## src/rtl/cmpdec_pkg.sv

```systemverilog
package cmpdec_pkg;
  localparam int BYTE_W    = 8;
  localparam int IMM_BYTES = 4;
  localparam int IMM_BUF_W = BYTE_W * IMM_BYTES;
  localparam int LANE_W    = $clog2(IMM_BYTES);
  localparam int IDX_W     = 4;

  localparam logic [BYTE_W-1:0] PFX_LOCK  = 8'hF0;
  localparam logic [BYTE_W-1:0] PFX_OPSZ  = 8'h66;
  localparam logic [BYTE_W-1:0] OPC_MR8   = 8'h38;
  localparam logic [BYTE_W-1:0] OPC_MR    = 8'h39;
  localparam logic [BYTE_W-1:0] OPC_RM8   = 8'h3A;
  localparam logic [BYTE_W-1:0] OPC_RM    = 8'h3B;
  localparam logic [BYTE_W-1:0] OPC_ACC8  = 8'h3C;
  localparam logic [BYTE_W-1:0] OPC_ACC   = 8'h3D;
  localparam logic [BYTE_W-1:0] OPC_GRP8  = 8'h80;
  localparam logic [BYTE_W-1:0] OPC_GRP   = 8'h81;
  localparam logic [BYTE_W-1:0] OPC_GRPS8 = 8'h83;
  localparam logic [2:0]        GRP_CMP   = 3'd7;
  localparam logic [1:0]        MOD_REG   = 2'b11;

  typedef enum logic [1:0] {SZ_8 = 2'd0, SZ_16 = 2'd1, SZ_32 = 2'd2, SZ_64 = 2'd3} opSize_e;
  typedef enum logic [1:0] {ERR_NONE = 2'd0, ERR_NOTCMP = 2'd1, ERR_UNSUP = 2'd2, ERR_UD = 2'd3} errCode_e;
  typedef enum logic [1:0] {IMM_1B = 2'd0, IMM_2B = 2'd1, IMM_4B = 2'd2} immLen_e;

  typedef struct packed {
    logic              clrPfx;
    logic              setLock;
    logic              setOpSz;
    logic              setRex;
    logic              clrRex;
    logic              latchOp;
    logic              latchModrm;
    logic              putImm;
    logic [LANE_W-1:0] immIdx;
    immLen_e           immLen;
    logic              emitDesc;
    logic              emitErr;
    errCode_e          errCode;
  } strobe_t;
endpackage

```

## src/rtl/cmpdec_ctrl.sv

```systemverilog
module cmpdec_ctrl
  import cmpdec_pkg::*;
(
  input  logic              clk,
  input  logic              rstN,
  input  logic              byteValid,
  input  logic [BYTE_W-1:0] byteData,
  input  logic              pfxLock,
  input  logic              pfxOpSz,
  input  logic              pfxRexW,
  output logic              byteReady,
  output strobe_t           stb
);
  typedef enum logic [1:0] {S_PFX, S_MODRM, S_IMM} state_e;

  state_e            st, stNext;
  logic              isGrpQ, isGrpD;
  immLen_e           lenQ, lenD, wideLen;
  logic [LANE_W-1:0] idxQ, idxD, lastIdx;
  logic              fire;

  assign byteReady = 1'b1;
  assign fire      = byteValid & byteReady;
  assign wideLen   = (pfxOpSz && !pfxRexW) ? IMM_2B : IMM_4B;

  always_comb begin
    unique case (lenQ)
      IMM_1B:  lastIdx = LANE_W'(0);
      IMM_2B:  lastIdx = LANE_W'(1);
      default: lastIdx = LANE_W'(IMM_BYTES - 1);
    endcase
  end

  always_comb begin
    stb        = '0;
    stb.immIdx = idxQ;
    stb.immLen = lenQ;
    stNext     = st;
    isGrpD     = isGrpQ;
    lenD       = lenQ;
    idxD       = idxQ;
    if (fire) begin
      unique case (st)
        S_PFX: begin
          if (byteData == PFX_LOCK) begin
            stb.setLock = 1'b1;
            stb.clrRex  = 1'b1;
          end else if (byteData == PFX_OPSZ) begin
            stb.setOpSz = 1'b1;
            stb.clrRex  = 1'b1;
          end else if (byteData[7:4] == 4'h4) begin
            stb.setRex = 1'b1;
          end else if (byteData == OPC_ACC8 || byteData == OPC_ACC) begin
            if (pfxLock) begin
              stb.emitErr = 1'b1;
              stb.errCode = ERR_UD;
              stb.clrPfx  = 1'b1;
            end else begin
              stb.latchOp = 1'b1;
              stNext      = S_IMM;
              idxD        = '0;
              lenD        = (byteData == OPC_ACC8) ? IMM_1B : wideLen;
            end
          end else if (byteData == OPC_MR8 || byteData == OPC_MR ||
                       byteData == OPC_RM8 || byteData == OPC_RM) begin
            stb.latchOp = 1'b1;
            stNext      = S_MODRM;
            isGrpD      = 1'b0;
          end else if (byteData == OPC_GRP8 || byteData == OPC_GRP || byteData == OPC_GRPS8) begin
            stb.latchOp = 1'b1;
            stNext      = S_MODRM;
            isGrpD      = 1'b1;
            idxD        = '0;
            lenD        = (byteData == OPC_GRP) ? wideLen : IMM_1B;
          end else begin
            stb.emitErr = 1'b1;
            stb.errCode = ERR_NOTCMP;
            stb.clrPfx  = 1'b1;
          end
        end
        S_MODRM: begin
          stb.latchModrm = 1'b1;
          stNext         = S_PFX;
          if (isGrpQ && byteData[5:3] != GRP_CMP) begin
            stb.emitErr = 1'b1;
            stb.errCode = ERR_NOTCMP;
            stb.clrPfx  = 1'b1;
          end else if (pfxLock) begin
            stb.emitErr = 1'b1;
            stb.errCode = ERR_UD;
            stb.clrPfx  = 1'b1;
          end else if (byteData[7:6] != MOD_REG) begin
            stb.emitErr = 1'b1;
            stb.errCode = ERR_UNSUP;
            stb.clrPfx  = 1'b1;
          end else if (isGrpQ) begin
            stNext = S_IMM;
          end else begin
            stb.emitDesc = 1'b1;
            stb.clrPfx   = 1'b1;
          end
        end
        S_IMM: begin
          stb.putImm = 1'b1;
          if (idxQ == lastIdx) begin
            stb.emitDesc = 1'b1;
            stb.clrPfx   = 1'b1;
            stNext       = S_PFX;
          end else begin
            idxD = idxQ + LANE_W'(1);
          end
        end
        default: stNext = S_PFX;
      endcase
    end
  end

  always_ff @(posedge clk or negedge rstN) begin
    if (!rstN) begin
      st     <= S_PFX;
      isGrpQ <= 1'b0;
      lenQ   <= IMM_1B;
      idxQ   <= '0;
    end else begin
      st     <= stNext;
      isGrpQ <= isGrpD;
      lenQ   <= lenD;
      idxQ   <= idxD;
    end
  end

  // the immediate phase is never entered while a lock prefix is pending
  a_r8_imm_unlocked: assert property (@(posedge clk) disable iff (!rstN)
    (st == S_IMM) |-> !pfxLock);
  // an idle input cycle leaves the sequencing state untouched
  a_r12_idle_hold: assert property (@(posedge clk) disable iff (!rstN)
    !byteValid |=> ($stable(st) && $stable(idxQ)));
  // the byte lane index stays within the selected immediate length
  a_r7_lane_bound: assert property (@(posedge clk) disable iff (!rstN)
    (st == S_IMM) |-> (idxQ <= lastIdx));
endmodule

```

## src/rtl/cmpdec_dp.sv

```systemverilog
module cmpdec_dp
  import cmpdec_pkg::*;
#(
  parameter int IMM_W = 64
) (
  input  logic              clk,
  input  logic              rstN,
  input  logic [BYTE_W-1:0] byteData,
  input  strobe_t           stb,
  output logic              pfxLock,
  output logic              pfxOpSz,
  output logic              pfxRexW,
  output logic              descValid,
  output logic [1:0]        descSize,
  output logic              descSwap,
  output logic [IDX_W-1:0]  descFirst,
  output logic [IDX_W-1:0]  descSecond,
  output logic              descHasImm,
  output logic [IMM_W-1:0]  descImm,
  output logic              errValid,
  output logic [1:0]        errCode
);
  logic                 rexR, rexB;
  logic [BYTE_W-1:0]    opQ;
  logic [5:0]           modrmQ, modrmNow;
  logic [IMM_BUF_W-1:0] immQ, immNow;
  logic [IMM_W-1:0]     immExt;
  logic                 isByteOp, isAcc, isGrp, isSwap;
  opSize_e              sizeD;
  logic [IDX_W-1:0]     rmIdx, regIdx;

  assign modrmNow = stb.latchModrm ? byteData[5:0] : modrmQ;

  for (genvar lane = 0; lane < IMM_BYTES; lane++) begin : g_lane
    assign immNow[lane*BYTE_W +: BYTE_W] =
      (stb.putImm && stb.immIdx == LANE_W'(lane)) ? byteData : immQ[lane*BYTE_W +: BYTE_W];
  end

  always_comb begin
    unique case (stb.immLen)
      IMM_1B:  immExt = {{(IMM_W-8){immNow[7]}}, immNow[7:0]};
      IMM_2B:  immExt = {{(IMM_W-16){immNow[15]}}, immNow[15:0]};
      default: immExt = {{(IMM_W-IMM_BUF_W){immNow[IMM_BUF_W-1]}}, immNow};
    endcase
  end

  assign isByteOp = (opQ == OPC_MR8) || (opQ == OPC_RM8) || (opQ == OPC_ACC8) || (opQ == OPC_GRP8);
  assign isAcc    = (opQ == OPC_ACC8) || (opQ == OPC_ACC);
  assign isGrp    = (opQ == OPC_GRP8) || (opQ == OPC_GRP) || (opQ == OPC_GRPS8);
  assign isSwap   = (opQ == OPC_RM8) || (opQ == OPC_RM);
  assign rmIdx    = {rexB, modrmNow[2:0]};
  assign regIdx   = {rexR, modrmNow[5:3]};
  assign sizeD    = isByteOp ? SZ_8 : pfxRexW ? SZ_64 : pfxOpSz ? SZ_16 : SZ_32;

  always_ff @(posedge clk or negedge rstN) begin
    if (!rstN) begin
      pfxLock <= 1'b0;
      pfxOpSz <= 1'b0;
      pfxRexW <= 1'b0;
      rexR    <= 1'b0;
      rexB    <= 1'b0;
    end else if (stb.clrPfx) begin
      pfxLock <= 1'b0;
      pfxOpSz <= 1'b0;
      pfxRexW <= 1'b0;
      rexR    <= 1'b0;
      rexB    <= 1'b0;
    end else begin
      if (stb.setLock) pfxLock <= 1'b1;
      if (stb.setOpSz) pfxOpSz <= 1'b1;
      if (stb.setRex) begin
        pfxRexW <= byteData[3];
        rexR    <= byteData[2];
        rexB    <= byteData[0];
      end else if (stb.clrRex) begin
        pfxRexW <= 1'b0;
        rexR    <= 1'b0;
        rexB    <= 1'b0;
      end
    end
  end

  always_ff @(posedge clk or negedge rstN) begin
    if (!rstN) begin
      opQ    <= '0;
      modrmQ <= '0;
      immQ   <= '0;
    end else begin
      if (stb.latchOp)    opQ    <= byteData;
      if (stb.latchModrm) modrmQ <= byteData[5:0];
      if (stb.putImm)     immQ   <= immNow;
    end
  end

  always_ff @(posedge clk or negedge rstN) begin
    if (!rstN) begin
      descValid  <= 1'b0;
      descSize   <= SZ_8;
      descSwap   <= 1'b0;
      descFirst  <= '0;
      descSecond <= '0;
      descHasImm <= 1'b0;
      descImm    <= '0;
      errValid   <= 1'b0;
      errCode    <= ERR_NONE;
    end else begin
      descValid <= stb.emitDesc;
      errValid  <= stb.emitErr;
      errCode   <= stb.emitErr ? stb.errCode : ERR_NONE;
      if (stb.emitDesc) begin
        descSize   <= sizeD;
        descSwap   <= isSwap;
        descFirst  <= isAcc ? '0 : (isSwap ? regIdx : rmIdx);
        descSecond <= (isAcc || isGrp) ? '0 : (isSwap ? rmIdx : regIdx);
        descHasImm <= isAcc || isGrp;
        descImm    <= (isAcc || isGrp) ? immExt : '0;
      end
    end
  end

  // one outcome per instruction, never a descriptor and an error together
  a_r11_one_outcome: assert property (@(posedge clk) disable iff (!rstN)
    !(descValid && errValid));
  // every compare spans at least two bytes, so descriptors never touch
  a_r11_desc_gap: assert property (@(posedge clk) disable iff (!rstN)
    descValid |=> !descValid);
  // an immediate operand leaves no second register index
  a_r2_imm_no_second: assert property (@(posedge clk) disable iff (!rstN)
    (descValid && descHasImm) |-> (descSecond == '0));
  // the swapped order only belongs to the register-register forms
  a_r4_swap_no_imm: assert property (@(posedge clk) disable iff (!rstN)
    (descValid && descSwap) |-> !descHasImm);
endmodule

```

## src/rtl/cmp_insn_decoder.sv

```systemverilog
module cmp_insn_decoder
  import cmpdec_pkg::*;
#(
  parameter int IMM_W = 64
) (
  input  logic             clk,
  input  logic             rstN,
  input  logic             byteValid,
  input  logic [7:0]       byteData,
  output logic             byteReady,
  output logic             descValid,
  output logic [1:0]       descSize,
  output logic             descSwap,
  output logic [3:0]       descFirst,
  output logic [3:0]       descSecond,
  output logic             descHasImm,
  output logic [IMM_W-1:0] descImm,
  output logic             errValid,
  output logic [1:0]       errCode
);
  strobe_t stb;
  logic    pfxLock, pfxOpSz, pfxRexW;

  cmpdec_ctrl u_ctrl (
    .clk       (clk),
    .rstN      (rstN),
    .byteValid (byteValid),
    .byteData  (byteData),
    .pfxLock   (pfxLock),
    .pfxOpSz   (pfxOpSz),
    .pfxRexW   (pfxRexW),
    .byteReady (byteReady),
    .stb       (stb)
  );

  cmpdec_dp #(.IMM_W(IMM_W)) u_dp (
    .clk        (clk),
    .rstN       (rstN),
    .byteData   (byteData),
    .stb        (stb),
    .pfxLock    (pfxLock),
    .pfxOpSz    (pfxOpSz),
    .pfxRexW    (pfxRexW),
    .descValid  (descValid),
    .descSize   (descSize),
    .descSwap   (descSwap),
    .descFirst  (descFirst),
    .descSecond (descSecond),
    .descHasImm (descHasImm),
    .descImm    (descImm),
    .errValid   (errValid),
    .errCode    (errCode)
  );
endmodule

```

## config.mk

```make
export PLATFORM = sky130hd
export DESIGN_NAME = cmp_insn_decoder
export DESIGN_NICKNAME = d
export VERILOG_FILES = /design/src/rtl/cmpdec_pkg.sv /design/src/rtl/cmpdec_ctrl.sv /design/src/rtl/cmpdec_dp.sv /design/src/rtl/cmp_insn_decoder.sv
export SDC_FILE = /design/constraint.sdc
export NUM_CORES = 1
export LEC_CHECK = 0
export CAP_MARGIN = 40
export CORE_MARGIN = 4
export CORE_UTILIZATION = 40
export CTS_CLUSTER_SIZE = 8
export DETAILED_ROUTE_END_ITERATION = 16
export GPL_ROUTABILITY_DRIVEN = 0
export PLACE_DENSITY_LB_ADDON = 0.25
export SYNTH_ARGS = -nofsm -noshare
export SYNTH_HDL_FRONTEND = slang
export SYNTH_SLANG_ARGS = --single-unit
```

## constraint.sdc

```tcl
create_clock -name clk -period 2.2 [get_ports clk]
set_input_delay 0.33 -clock clk [delete_from_list [all_inputs] [get_ports clk]]
set_output_delay 0.33 -clock clk [all_outputs]
set_load 0.05 [all_outputs]
```

==> reports/results.tsv <==
stage	metric	value	unit
timing	hold_viol	0	
run_status	status	completed	
synth	syn_inst	500	
power_and_ir_drop	fin_total_pwr	9300	uW
floorplan	die_x	121	microns
routing	first_pass_iters	4	
critical_path	cp_num_buf_inv	1	
synth	synth.top_cell.area_share	52.4	%
floorplan	io_pins	92	
synth	dominantRegCellSynth	dfrtp_1	
timing	maxSlewHeadroom	65.2	%
floorplan	core-area	12200	sq um
power_and_ir_drop	p_leak	0.00317	uW
synth	yosys_warnings	0	
routing	antenna_left	0	
grt	antenna_found_initial	0	
grt	grt_max_degree	43	
clock_tree	cts_buffers	9	
grt	grt_use_total	17.7	%
grt	first_global_vias	4019	
floorplan	fp.dieH	121	microns
synth	synth_cell_types	56	
critical_path	worstSetupPathType	primary input to flop	
hold_path	hp-class	primary input to async pin	
critical_path	slowest_stage	or4b_4	
synth	yosys.area.top_type	dfrtp_1	
synth	syn_area	5060	sq um
critical_path	cp-start-kind	primary input	
timing	postLayoutSetupSlackWorst	41.9	ps
finish	nFillCells	1051	
clock_tree	cts_setup_buffers	0	
critical_path	cp-end-kind	flop	
synth	synth-edff-count	0	
timing	clock_skew	4.87	ps
clock_tree	cts-root-buf	clkbuf_16	
timing	tightest_slew	516	ps
place	place.port_buffers	90	
clock_tree	cts_buffer_depth	2	
clock_tree	clk_pin_slew	70	ps
critical_path	path_cells	dlygate4sd2_1 > or4b_4 > or4_4 > a211o_1 > nand2b_4 > mux2_4	
grt	grt_pass1_wl	20600	microns
synth	synth_fp_nets	519	
critical_path	worstPathMaxFanout	8	
synth	ys_async_sr_fraction	100	%
floorplan	rows	40	
critical_path	crit_path_max_incr_delay	530	ps
job	cap_violations	0	
finish	drive_above_1_share	24.2	%
routing	drc	0	
critical_path	arrival	2390	ps
synth	synth_seq_area_share	52.4	%
critical_path	critical_path_required	2430	ps
floorplan	start_util	41.5	%
power_and_ir_drop	p_per_area	1320	nW/um^2
routing	num_vias	4001	
synth	synth_area_leaders	dfrtp_1 (52%), nand2_1 (5.7%), buf_4 (4.9%)	
grt	overflow	0	
floorplan	dieArea	14500	sq um
timing	fmax	463	MHz
synth	avgSynthCellArea	10.1	sq um
timing	whs	413	ps
timing	rsz0062_at_grt	false	
timing	period_minus_slack	2160	ps
finish	multi_input_area	2050	sq um
timing	maxSlewViolCount	0	
critical_path	crit_family	simple AND/OR/NAND/NOR gates	
finish	area_delta_synth_final	38.7	%
place	dp_hpwl	9280	microns
synth	ys_seq_elements	106	
timing	setup_viol	0	
finish	antenna_cells	0	
routing	vias_per_cell	5.22	
clock_tree	tritoncts	done	
clock_tree	clk_latency	350	ps
timing	post-route-period-util	98.1	%
finish	ff_latch_area	2650	sq um
finish	final_net_count	613	
place	place_ws	-715	ps
routing	dr.first_iter.drc_count	243	
power_and_ir_drop	vdd_drop_max	426	uV
clock_tree	cts_max_level	3	
routing	drt_wl_total	12500	microns
clock_tree	cts_sinks	106	
routing	routedWlPerCell	16.3	microns
-- sequential cells by signal (all words and copies together) (netlist names), 2 cells and up --
register	flops
u_dp.descImm	32
u_dp.immQ	32
u_dp.opQ	8
u_dp.modrmQ	6
u_dp.descFirst	4
u_dp.descSecond	4
u_ctrl.idxQ	2
u_ctrl.lenQ	2
u_ctrl.st	2
u_dp.descSize	2
u_dp.errCode	2
-- path summary, 6_finish.rpt --
path                                        startpoint                           to  slack (ps)  depth (start not counted)
max reg2reg                   u_ctrl.st[0]$_DFFE_PN0P_   u_ctrl.lenQ[1]$_DFFE_PN0P_         150                          8
min reg2reg                u_dp.descImm[3]$_DFFE_PN0P_  u_dp.descImm[3]$_DFFE_PN0P_         470                          2
min                                               rstN    u_dp.immQ[26]$_DFFE_PN0P_         410                          2
max in group asynchronous                         rstN    u_dp.immQ[11]$_DFFE_PN0P_        1170                          3
max                                        byteData[5]      u_dp.opQ[4]$_DFFE_PN0P_          40                          6
min in group clk           u_dp.descImm[3]$_DFFE_PN0P_  u_dp.descImm[3]$_DFFE_PN0P_         470                          2
-- cells by family (layout without fill, tap and decap cells) --
kind of cell    after synthesis  in the layout  synth area share [%]
buf+inv                      78            177                  8.40
mux                          44             44                  10.1
simple gates                149            149                  14.0
other cells                   1              1                0.0741
compound gates              114            114                  13.1
flops                       106            106                  52.4
fa+ha+maj                     8              8                  1.98
-- stage by stage --
stage | std cells | area (sq um) | TNS, ps | utilization (%)
detailed placement | 751 | 6650 | -13150 | 54.4
global route | 767 | 7030 | 0 | 57.5
global placement | 751 | 6650 | -11670 | 54.4
finish | 767 | 7030 | 0 | 57.5
floorplan | 500 | 5080 | -2290 | -
CTS | 768 | 7010 | 0 | 57.4
-- cells in the mapped netlist, types with 5 or more instances --
cell and number:
dfrtp_1 106, nand2_1 77, o21ai_1 48, buf_4 33, clkbuf_1 22, o21ai_0 22, mux2_2 19, nor2_1 18
a21oi_1 16, inv_1 16, nand3_1 16, mux2_1 9, mux2i_1 9, ha_1 8, mux2_4 7, nor4_1 5
-- power by group --
| part | leakage (uW) | total, uW | internal [uW] | switching, uW |
|---|---|---|---|---|
| Clock | 0.000165 | 1780 | 1090 | 688 |
| Sequential | 0.00140 | 2900 | 2600 | 300 |
| Combinational | 0.00161 | 4630 | 1850 | 2780 |
-- per-layer routing --
layer	part of all wire (%)	track usage (%)
met4	1.6	5.17
met5	0	0
met1	43	23.7
met2	49	28.7
met3	6.7	3.98
-- cells in the final DEF (no fill, tap or decap), drive strengths merged, types with 3 or more instances in the layout --
master,Yosys,layout
a21oi,16,16
a22o,4,4
and2,4,4
buf,37,85
clkbuf,22,12
clkdlybuf4s50,0,52
dfrtp,106,106
dlygate4sd2,0,4
ha,8,8
inv,19,19
mux2,35,35
mux2i,9,9
nand2,77,77
nand3,16,16
nor2,18,18
nor2b,4,4
nor3,4,4
nor4,5,5
nor4bb,3,3
o211ai,3,3
o21ai,70,70
o31ai,3,3
-- layout make-up --
| cell class | instances | area share, % |
|---|---|---|
| clock buffers | 12 | 3.79 |
| clock inverters | 4 | 1.03 |
| inverters | 19 | 1.02 |
| flip-flops and latches | 106 | 37.8 |
| multi-input cells | 316 | 29.2 |
| repair buffers | 142 | 24.3 |
| well taps | 168 | 2.99 |
-- timing repair --
action	in CTS	in global routing
hold endpoints to repair	21	0
pin swaps	2	0
hold buffers	1	0
gates resized for setup	9	7
setup endpoints to repair	19	15
Power figures use the tool's default switching activity.
